[src/rtl/arb_pkg.sv]
package arb_pkg;
  // Strobes from the selection control to the datapath registers
  typedef struct packed {
    logic issue;     // a slot starts at this edge
    logic refresh;   // the slot is a refresh slot
    logic weighted;  // grant charged against the weighted schedule
    logic reload;    // start a new round of credits
  } arbStrobe_t;
endpackage

[src/rtl/arb_datapath.sv]
module arb_datapath
  import arb_pkg::*;
#(
  parameter int NUM_REQ   = 6,
  parameter int WEIGHT_W  = 4,
  parameter int RAISE_N   = 4,
  parameter int RAISE_LO  = 1,
  parameter int RAISE_W   = 8,
  parameter int UNIT_LOG  = 4,
  parameter int REF_W     = 8,
  parameter int TXN_LEN   = 20,
  parameter int REF_LEN   = 19
) (
  input  logic                        clk,
  input  logic                        rstN,
  input  logic [NUM_REQ-1:0]          reqVec,
  input  logic [NUM_REQ*WEIGHT_W-1:0] weightVec,
  input  logic [RAISE_N*RAISE_W-1:0]  raiseDelay,
  input  logic [REF_W-1:0]            refInterval,
  input  arbStrobe_t                  strobe,
  input  logic [NUM_REQ-1:0]          sel,
  output logic                        free,
  output logic                        refDue,
  output logic [NUM_REQ-1:0]          creditNz,
  output logic [NUM_REQ-1:0]          weightNz,
  output logic [NUM_REQ-1:0]          expired,
  output logic [NUM_REQ-1:0]          gnt,
  output logic                        gntValid,
  output logic                        refGnt
);
  localparam int BUSY_W = $clog2(TXN_LEN > REF_LEN ? TXN_LEN : REF_LEN);
  localparam int WAIT_W = RAISE_W + UNIT_LOG;

  logic [BUSY_W-1:0] busyCnt;
  logic [REF_W-1:0]  txnCnt;

  assign free   = (busyCnt == '0);
  assign refDue = (refInterval != '0) && (txnCnt >= refInterval);

  always_ff @(posedge clk) begin
    if (!rstN) begin
      busyCnt  <= '0;
      txnCnt   <= '0;
      gnt      <= '0;
      gntValid <= 1'b0;
      refGnt   <= 1'b0;
    end else begin
      gnt      <= '0;
      gntValid <= 1'b0;
      refGnt   <= 1'b0;
      if (busyCnt != '0) busyCnt <= busyCnt - 1'b1;
      if (strobe.issue) begin
        if (strobe.refresh) begin
          refGnt  <= 1'b1;
          busyCnt <= BUSY_W'(REF_LEN - 1);
          txnCnt  <= '0;
        end else begin
          gnt      <= sel;
          gntValid <= 1'b1;
          busyCnt  <= BUSY_W'(TXN_LEN - 1);
          if (txnCnt != '1) txnCnt <= txnCnt + 1'b1;
        end
      end
    end
  end

  for (genvar i = 0; i < NUM_REQ; i++) begin : g_req
    logic [WEIGHT_W-1:0] wgt;
    logic [WEIGHT_W-1:0] credit;
    assign wgt         = weightVec[i*WEIGHT_W +: WEIGHT_W];
    assign weightNz[i] = (wgt != '0);
    assign creditNz[i] = (credit != '0);

    always_ff @(posedge clk) begin
      if (!rstN) begin
        credit <= '0;
      end else if (strobe.issue && strobe.weighted) begin
        if (strobe.reload)
          credit <= (sel[i] && wgt != '0) ? wgt - 1'b1 : wgt;
        else if (sel[i] && credit != '0)
          credit <= credit - 1'b1;
      end
    end

    if (i >= RAISE_LO && i < RAISE_LO + RAISE_N) begin : g_raise
      logic [WAIT_W-1:0]  waitCnt;
      logic [RAISE_W-1:0] dly;
      logic               granted;
      assign dly     = raiseDelay[(i-RAISE_LO)*RAISE_W +: RAISE_W];
      assign granted = strobe.issue && !strobe.refresh && sel[i];
      assign expired[i] = (dly != '0) && (waitCnt >= {dly, UNIT_LOG'(0)});

      always_ff @(posedge clk) begin
        if (!rstN || !reqVec[i] || granted) waitCnt <= '0;
        else if (waitCnt != '1)            waitCnt <= waitCnt + 1'b1;
      end


      wait_clear_chk: assert property (@(posedge clk) disable iff (!rstN)
        !reqVec[i] |=> (waitCnt == '0));
    end else begin : g_fixed
      assign expired[i] = 1'b0;
    end
  end


  gnt_onehot_chk: assert property (@(posedge clk) disable iff (!rstN)
    gntValid |-> $onehot(gnt));

  strobe_once_chk: assert property (@(posedge clk) disable iff (!rstN)
    gntValid |=> !gntValid);

  gnt_idle_chk: assert property (@(posedge clk) disable iff (!rstN)
    !gntValid |-> (gnt == '0));

  ref_excl_chk: assert property (@(posedge clk) disable iff (!rstN)
    refGnt |-> (gnt == '0 && !gntValid));

  gnt_origin_chk: assert property (@(posedge clk) disable iff (!rstN)
    gntValid |-> ((gnt & $past(reqVec)) != '0));

  slot_gap_chk: assert property (@(posedge clk) disable iff (!rstN)
    (gntValid || refGnt) |=> (!gntValid && !refGnt));
endmodule

[src/rtl/arb_ctl.sv]
module arb_ctl
  import arb_pkg::*;
#(
  parameter int NUM_REQ = 6
) (
  input  logic               clk,
  input  logic               rstN,
  input  logic [NUM_REQ-1:0] reqVec,
  input  logic               free,
  input  logic               refDue,
  input  logic [NUM_REQ-1:0] creditNz,
  input  logic [NUM_REQ-1:0] weightNz,
  input  logic [NUM_REQ-1:0] expired,
  output arbStrobe_t         strobe,
  output logic [NUM_REQ-1:0] sel
);
  function automatic logic [NUM_REQ-1:0] lowest(input logic [NUM_REQ-1:0] v);
    logic [NUM_REQ-1:0] r;
    r = '0;
    for (int i = NUM_REQ - 1; i >= 0; i--)
      if (v[i]) begin
        r    = '0;
        r[i] = 1'b1;
      end
    return r;
  endfunction

  logic [NUM_REQ-1:0] promoAct, creditAct, weightAct;
  assign promoAct  = reqVec & expired;
  assign creditAct = reqVec & creditNz;
  assign weightAct = reqVec & weightNz;

  always_comb begin
    strobe = '0;
    sel    = '0;
    if (free) begin
      if (refDue) begin
        strobe.issue   = 1'b1;
        strobe.refresh = 1'b1;
      end else if (promoAct != '0) begin
        strobe.issue = 1'b1;
        sel          = lowest(promoAct);
      end else if (creditAct != '0) begin
        strobe.issue    = 1'b1;
        strobe.weighted = 1'b1;
        sel             = lowest(creditAct);
      end else if (reqVec != '0) begin
        strobe.issue    = 1'b1;
        strobe.weighted = 1'b1;
        strobe.reload   = 1'b1;
        if (weightAct != '0)  sel = lowest(weightAct);
        else if (reqVec[0])   sel = NUM_REQ'(1);
        else                  sel = lowest(reqVec);
      end
    end
  end


  no_issue_busy_chk: assert property (@(posedge clk) disable iff (!rstN)
    !free |-> !strobe.issue);

  promote_wins_chk: assert property (@(posedge clk) disable iff (!rstN)
    (strobe.issue && !strobe.refresh && promoAct != '0) |-> ((sel & promoAct) != '0));

  refresh_first_chk: assert property (@(posedge clk) disable iff (!rstN)
    (free && refDue) |-> (strobe.refresh && sel == '0));

  idle_cpu_chk: assert property (@(posedge clk) disable iff (!rstN)
    (strobe.issue && strobe.reload && weightAct == '0 && reqVec[0]) |-> sel[0]);
endmodule

[src/rtl/wrr_raise_arbiter.sv]
module wrr_raise_arbiter
  import arb_pkg::*;
#(
  parameter int NUM_REQ  = 6,
  parameter int WEIGHT_W = 4,
  parameter int RAISE_N  = 4,
  parameter int RAISE_W  = 8,
  parameter int REF_W    = 8,
  parameter int TXN_LEN  = 20,
  parameter int REF_LEN  = 19
) (
  input  logic                        clk,
  input  logic                        rstN,
  input  logic [NUM_REQ-1:0]          reqVec,
  input  logic [NUM_REQ*WEIGHT_W-1:0] weightVec,
  input  logic [RAISE_N*RAISE_W-1:0]  raiseDelay,
  input  logic [REF_W-1:0]            refInterval,
  output logic [NUM_REQ-1:0]          gnt,
  output logic                        gntValid,
  output logic                        refGnt
);
  arbStrobe_t         strobe;
  logic [NUM_REQ-1:0] sel, creditNz, weightNz, expired;
  logic               free, refDue;

  arb_ctl #(.NUM_REQ(NUM_REQ)) ctl_i (
    .clk(clk), .rstN(rstN), .reqVec(reqVec), .free(free), .refDue(refDue),
    .creditNz(creditNz), .weightNz(weightNz), .expired(expired),
    .strobe(strobe), .sel(sel)
  );

  arb_datapath #(
    .NUM_REQ(NUM_REQ), .WEIGHT_W(WEIGHT_W), .RAISE_N(RAISE_N), .RAISE_LO(1),
    .RAISE_W(RAISE_W), .UNIT_LOG(4), .REF_W(REF_W),
    .TXN_LEN(TXN_LEN), .REF_LEN(REF_LEN)
  ) dp_i (
    .clk(clk), .rstN(rstN), .reqVec(reqVec), .weightVec(weightVec),
    .raiseDelay(raiseDelay), .refInterval(refInterval), .strobe(strobe),
    .sel(sel), .free(free), .refDue(refDue), .creditNz(creditNz),
    .weightNz(weightNz), .expired(expired), .gnt(gnt),
    .gntValid(gntValid), .refGnt(refGnt)
  );
endmodule

[config.mk]
export PLATFORM = sky130hd
export DESIGN_NAME = wrr_raise_arbiter
export DESIGN_NICKNAME = d
export VERILOG_FILES = /design/src/rtl/arb_pkg.sv /design/src/rtl/arb_datapath.sv /design/src/rtl/arb_ctl.sv /design/src/rtl/wrr_raise_arbiter.sv
export SDC_FILE = /design/constraint.sdc
export NUM_CORES = 1
export LEC_CHECK = 0
export BUFFER_PORTS_ARGS = -buffer_cell sky130_fd_sc_hd__buf_2
export CAP_MARGIN = 10
export CELL_PAD_IN_SITES_DETAIL_PLACEMENT = 2
export CELL_PAD_IN_SITES_GLOBAL_PLACEMENT = 2
export CORE_MARGIN = 8
export CORE_UTILIZATION = 25
export CTS_BUF_LIST = sky130_fd_sc_hd__clkbuf_4 sky130_fd_sc_hd__clkbuf_8 sky130_fd_sc_hd__clkbuf_16
export CTS_CLUSTER_SIZE = 20
export DETAILED_ROUTE_END_ITERATION = 7
export PLACE_DENSITY = 0.7
export SLEW_MARGIN = 20
export SYNTH_ARGS = -nofsm -noshare
export SYNTH_HDL_FRONTEND = slang
export SYNTH_HIERARCHICAL = 1
export SYNTH_SLANG_ARGS = --single-unit
[constraint.sdc]
create_clock -name clk -period 3.8 [get_ports clk]
set_input_delay 0.19 -clock clk [delete_from_list [all_inputs] [get_ports clk]]
set_output_delay 0.19 -clock clk [all_outputs]
set_load 0.005 [all_outputs]
==> run_results.csv, run 1 <==
group,metric,value,unit
place,placed_area,7900,sq um
sta,fin_crit_sh,92.57,%
synthesis,synthArstFlopShare,0,%
min_path,worstHoldStart,"weightVec[23]",
sta,finClkSkew,0.007663,ns
cells_and_area,area_delta_synth_final,18.25,%
power,power_density,361.9,nW/um^2
cts,insertion_delay,0.35,ns
drt,dr.pass1.iters,6,
drt,drtIter0Drc,204,
global_routing,antenna_found_initial,2,
global_routing,grt_use_total,13.49,%
drt,wl_per_cell,16.93,um
drt,drtAntennaViolNets,0,
sta,fmax,284.3,MHz
outcome,status,"completed",
min_path,min_path_type,"input port to register",
drt,dr_total_vias,6887,
global_routing,grt_pass1_vias,7361,
sta,setup_viol,0,
synthesis,ys_warn_count,6,
place,dp_cells,1334,
synthesis,synth_flop_cell,"dfxtp_1",
cells_and_area,final_nets,1103,
cells_and_area,fill_cells,3281,
worst_setup_path,reg2reg_slack,0.28,ns
worst_setup_path,worstSetupPathType,"register to register",
synthesis,netlist-cell-type-count,75,
drt,wirelength,22890,um
power,p_int,1.923,mW
worst_setup_path,worstSetupEndpointType,"register",
cells_and_area,multi_input_area,4589,sq um
power,peakVddDrop,0.0001833,V
cells_and_area,final_cell_mix,"inv_1 (93), dfxtp_1 (93), buf_2 (79), nand2_1 (76), a21oi_1 (63)",
synthesis,synth_edf_count,0,
cts,h-tree-depth,3,
cells_and_area,drive_gt1_share,17.66,%
synthesis,yosysTopAreaCellShare,26.75,%
run,cap_violations,0,
worst_setup_path,worstPathMaxFanout,6,
cts,cts_tree,"done",
synthesis,synth_top_cell_by_area,"dfxtp_1",
drt,remaining_drc_errors,0,
sta,tns,0,ns
synthesis,post_synth.cell_area_avg,7.865,sq um
sta,hold_ws,0.2226,ns
sta,hold_viol_final,0,
place,port_buffers,79,
power,sw_frac_of_total,35.46,%
power,power.leakage,3.473,nW
worst_setup_path,r2r_cells,13,
place,post-place-ws,-0.07324,ns
sta,min_period,3.517,ns
cts,numCtsBuffers,9,
floorplan,fp.dieH,182.9,um
worst_setup_path,crit_required,4.03,ns
global_routing,grt_max_degree,24,
cells_and_area,layout.area.seq,1862,sq um
power,finalPower,2.979,mW
sta,setup_ws,0.2825,ns
place,hpwl,18230,um
global_routing,grt_pass1_wl,37160,um
power,p_seq_share,35.7,%
worst_setup_path,crit_arrival,3.75,ns
worst_setup_path,cp-start-kind,"register",
power,combPwrFrac,34.8,%
cts,clockBufferDepth,2,
cells_and_area,antenna_cells,0,
cells_and_area,final-instance-count-excl-fill,1352,
cts,root_buffer,"clkbuf_16",
cts,cts.sinks,93,
sta,slew_violations,0,
synthesis,ys_top_cells_by_area,"dfxtp_1 (27%), ha_1 (11%), inv_1 (5.0%), a21oi_1 (4.7%), nand2_1 (4.1%)",
power,p_sw,1.056,mW
drt,vias_per_cell,5.094,
cells_and_area,utilization,29.79,%
floorplan,fp.coreArea,27630,sq um
min_path,hold_end,"dp_i/g_req[5].credit[3]",
worst_setup_path,reg2reg_from,"dp_i/txnCnt[5]",
sta,worst_pin_slew,0.5461,ns
worst_setup_path,timing.rr.end,"dp_i/g_req[3].credit[3]",
floorplan,io_pins,80,
floorplan,initial_core_util,25.19,%
global_routing,overflow,0,
min_path,hold_depth,3,
cts,ctsHoldBuffers,0,
place,routabilityCongestion,0.7635,
synthesis,synth-seq-cells,93,
cells_and_area,final_cell_area,8230,sq um
sta,slew_headroom,63.26,%
synthesis,ys_seq_area_share,26.75,%
floorplan,rows,61,
floorplan,chipWidth,182.9,um
synthesis,syn_area,6960,sq um
power,clock_power_share,29.5,%
floorplan,dieArea,33440,sq um
cts,clk_pin_slew,0.07,ns
synthesis,postSynthCellCount,885,
==> synth_stat cells, drive strengths merged (13+ instances only) <==
cell type,n
a21o,13
nand2,76
a211oi,14
buf,16
or3,15
xnor2,17
nor2,49
nand3,37
o21ai,20
nand4,18
nor4,13
ha,62
clkbuf,24
a21oi,65
and4,14
inv,94
nor3,25
dfxtp,93
and3,18
==> power groups by stage <==
stage / sequential (mW) / clock (mW) / combinational, mW
4_1_cts: 1.06 / 0.928 / 1.03
2_1_floorplan: 1.07 / 0 / 0.626
3_3_place_gp: 1.08 / 0 / 0.994
5_1_grt: 1.07 / 0.957 / 1.15
6_report: 1.06 / 0.880 / 1.04
3_5_place_dp: 1.09 / 0 / 1.03
==> cell families (layout without fill, tap and decap cells) <==
| group | after synthesis | count (layout) | synth area share [%] |
|---|---|---|---|
| xor gates and xnor gates | 28 | 28 | 3.523 |
| buffers and inverters | 135 | 223 | 7.873 |
| AOI/OAI and AO/OA | 219 | 219 | 22.06 |
| DFF | 93 | 93 | 26.75 |
| and+or+nand+nor | 334 | 334 | 26.62 |
| adders and majority gates | 62 | 62 | 11.15 |
| other | 1 | 2 | 0.05388 |
| muxes | 13 | 13 | 1.977 |
==> worst max path at each step <==
| stage | end | depth (start not counted) | slack, ns | from |
|---|---|---|---|---|
| 4_1_cts | dp_i/g_req[2].credit[3] | 15 | 0.08 | dp_i/g_req[2].g_raise.waitCnt[4] |
| 2_1_floorplan | dp_i/g_req[2].credit[0] | 11 | 0.42 | dp_i/g_req[0].credit[0] |
| 3_5_place_dp | dp_i/g_req[2].credit[3] | 15 | -0.07 | dp_i/g_req[2].g_raise.waitCnt[4] |
| 3_3_place_gp | dp_i/g_req[2].credit[3] | 15 | 0.12 | dp_i/g_req[2].g_raise.waitCnt[4] |
| 6_report | dp_i/g_req[3].credit[3] | 13 | 0.28 | dp_i/txnCnt[5] |
| 5_1_grt | dp_i/g_req[3].credit[3] | 15 | -0.0007 | dp_i/g_req[1].g_raise.waitCnt[4] |
==> routing by layer <==
layer / up-vias / GRT usage, % / wire length [um]
met5: - / 0 / 27
met4: 4 / 4.392 / 381
met3: 25 / 2.394 / 729
met2: 81 / 23.41 / 11030
met1: 3383 / 16.69 / 10720
li1: 3394 / - / -
==> area by class of cell <==
cell class,count,share of cell area (%)
clock buffers,11,2.995
clock inverters,5,0.4257
inverters,95,4.333
multi-input cells,658,55.76
flip-flops and latches,93,22.62
well taps,378,5.746
repair buffers,112,8.118
==> state kept, by name, summed over array words and instances (netlist names) <==
name,flops
dp_i/g_req.g_raise.waitCnt,48
dp_i/busyCnt,5
dp_i/refGnt,1
dp_i/g_req.credit,24
dp_i/gnt,6
dp_i/gntValid,1
dp_i/txnCnt,8
==> timing repair <==
action / CTS / global route
gates resized for setup: 1 / 10
pin swaps: 0 / 3
setup endpoints to repair: 4 / 22
buffers inserted: 0 / 2
endpoints found under the hold margin: 0 / 0
==> critical path: stages (launching register included) <==
cell	delay, ns
dfxtp_1	0.43
ha_1	0.28
a21o_1	0.18
a2111oi_0	0.42
a21oi_1	0.23
nor2b_2	0.20
nand2_1	0.13
a211o_2	0.33
a31oi_1	0.14
buf_4	0.17
nor4b_1	0.27
mux2_2	0.38
a22oi_1	0.14
o22ai_1	0.11
(Power assumes the default switching activity.)
==> run 2: changes to the inputs <==
- BUFFER_PORTS_ARGS: -buffer_cell sky130_fd_sc_hd__buf_2 -> unset
- DONT_BUFFER_PORTS: unset -> 1
- PLACE_DENSITY: 0.7 -> 0.66
==> run_results.csv, run 2 (synthesis gave the netlist of run 1 again) <==
group,metric,value,unit
power,power_density,374.2,nW/um^2
cells_and_area,largest_reg_flops,48,
worst_setup_path,reg2reg_slack,0.28,ns
global_routing,overflow,0,
floorplan,chipWidth,182.9,um
power,p_int,1.920,mW
global_routing,grt_pass1_wl,37980,um
cells_and_area,final_nets,1023,
place,port_buffers,0,
power,power.leakage,3.174,nW
place,hpwl,18050,um
cts,insertion_delay,0.35,ns
worst_setup_path,worst-path-buf-inv,4,
power,sw_frac_of_total,35.19,%
global_routing,grt_use_total,13.78,%
cts,cts_tree,"done",
place,dp_cells,1255,
cts,cts.sinks,93,
run,cap_violations,0,
power,p_seq_share,36.0,%
floorplan,fp.coreArea,27630,sq um
cells_and_area,area_delta_synth_final,13.75,%
drt,wl_per_cell,17.93,um
worst_setup_path,path_depth,13,
cells_and_area,utilization,28.66,%
place,placed_area,7492,sq um
sta,setup_viol,0,
cells_and_area,drive_gt1_share,11.19,%
sta,fin_crit_sh,92.52,%
global_routing,antenna_found_initial,0,
min_path,min_path_type,"input port to register",
drt,wirelength,22810,um
power,p_sw,1.043,mW
global_routing,grt_max_degree,29,
sta,worst_pin_slew,0.7521,ns
min_path,hold_end,"dp_i/g_req[4].credit[1]",
worst_setup_path,r2r_cells,13,
cells_and_area,layout_commonest_cell,"inv_1",
sta,tns,0,ns
worst_setup_path,crit_required,4.04,ns
power,peakVddDrop,0.0002008,V
outcome,status,"completed",
drt,drtAntennaViolNets,0,
cells_and_area,fill_cells,3208,
worst_setup_path,cp_cell_sequence,"inv_1 > ha_1 > or3b_2 > a222oi_1 > and4_1 > nand4b_1 > a311oi_2 > buf_4 > inv_1 > a221oi_2 > buf_4 > mux2i_1 > a21oi_1",
worst_setup_path,crit_family,"compound AO/OA/AOI/OAI gates",
sta,min_period,3.516,ns
worst_setup_path,timing.rr.end,"dp_i/g_req[2].credit[0]",
place,routabilityCongestion,0.8032,
floorplan,fp.dieH,182.9,um
floorplan,rows,61,
sta,hold_viol_final,0,
cells_and_area,regMostFlops,"dp_i/g_req.g_raise.waitCnt",
cts,root_buffer,"clkbuf_16",
min_path,worstHoldStart,"rstN",
worst_setup_path,crit_arrival,3.75,ns
sta,finClkSkew,0.01230,ns
power,combPwrFrac,32.0,%
worst_setup_path,worstPathMaxFanout,7,
cells_and_area,multi_input_area,4664,sq um
cells_and_area,layout.area.seq,1863,sq um
min_path,hold_depth,2,
worst_setup_path,worstSetupPathType,"register to register",
worst_setup_path,worstSetupEndpointType,"register",
drt,vias_per_cell,5.201,
floorplan,io_pins,80,
worst_setup_path,reg2reg_from,"dp_i/g_req[0].credit[0]",
cells_and_area,final_cell_area,7918,sq um
drt,drtIter0Drc,269,
cts,post_cts_buffers,0,
cts,clk_pin_slew,0.07,ns
floorplan,initial_core_util,25.19,%
worst_setup_path,cp-start-kind,"register",
cts,numCtsBuffers,9,
drt,remaining_drc_errors,0,
sta,slew_headroom,49.70,%
global_routing,grt_pass1_vias,7150,
cells_and_area,final_cell_mix,"inv_1 (93), dfxtp_1 (92), nand2_1 (76), ha_1 (62), a21oi_1 (61)",
cells_and_area,final-instance-count-excl-fill,1272,
worst_setup_path,slowest_delay,0.53,ns
cts,h-tree-depth,3,
floorplan,dieArea,33440,sq um
sta,rsz0062_at_grt,"false",
power,clock_power_share,32.0,%
cts,clockBufferDepth,2,
drt,dr.pass1.iters,4,
worst_setup_path,slowest_stage,"or3b_2",
cells_and_area,antenna_cells,0,
sta,fmax,284.4,MHz
cells_and_area,largestRegisters,"dp_i/g_req.g_raise.waitCnt: 48 flops, dp_i/g_req.credit: 24 flops, dp_i/txnCnt: 8 flops",
sta,slew_violations,0,
drt,dr_total_vias,6616,
-- run 2: cell types whose count changed in the layout (fill, tap and decap cells not counted), moves of 2 or more --
cell / change
clkinv_2: -2
buf_2: -79
a21oi_1: -2
clkbuf_8: +3
a21oi_2: +2
o221ai_2: +2
o221ai_1: -2
-- run 2: worst max-delay path by stage --
stage	endpoint	from
after floorplan	dp_i/g_req[2].credit[0]	dp_i/g_req[0].credit[0]
after global routing	dp_i/g_req[4].credit[1]	dp_i/g_req[0].credit[0]
after global placement	dp_i/g_req[2].credit[3]	dp_i/g_req[4].g_raise.waitCnt[4]
after CTS	dp_i/g_req[2].credit[3]	dp_i/g_req[2].g_raise.waitCnt[4]
final	dp_i/g_req[2].credit[0]	dp_i/g_req[0].credit[0]
after detailed placement	dp_i/g_req[2].credit[3]	dp_i/g_req[2].g_raise.waitCnt[4]
-- run 2: per-layer routing --
metal  GRT usage, %  part of all wire, %  wire [um]
met5              0                    0          0
met4          4.554                  1.4        315
met3          2.473                  4.2        958
met2          23.81                   48      10850
met1          17.08                   47      10690
-- run 2: what timing repair did --
action | CTS | global route
gates resized for setup | 3 | 19
hold buffers | 1 | 0
pin swaps | 0 | 4
endpoints found under the hold margin | 11 | 0
setup endpoints to repair | 7 | 23
-- run 2: final cells by class --
| cell class | instances | area share, % |
|---|---|---|
| clock buffers | 13 | 3.540 |
| repair buffers | 32 | 3.224 |
| well taps | 378 | 5.973 |
| clock inverters | 3 | 0.3161 |
| multi-input cells | 658 | 58.91 |
| inverters | 95 | 4.504 |
| flip-flops and latches | 93 | 23.53 |
-- run 2: per-stage QoR --
step | hold slack, ns | setup WS [ns] | total power, mW
after floorplan | 0.3835 | 0.4190 | 1.701
after global placement | 0.3327 | 0.06141 | 1.989
after detailed placement | 0.3322 | -0.03304 | 2.016
after CTS | 0.0004677 | 0.04896 | 3.003
after global routing | 0.009276 | 0.01596 | 3.151
final | 0.02143 | 0.2841 | 2.963
-- run 2: power groups by stage --
stage / clock network, mW / logic [mW] / registers [mW]
finish: 0.949 / 0.948 / 1.07
CTS: 0.998 / 0.938 / 1.07
floorplan: 0 / 0.626 / 1.07
global route: 1.03 / 1.05 / 1.07
global placement: 0 / 0.902 / 1.09
detailed placement: 0 / 0.927 / 1.09
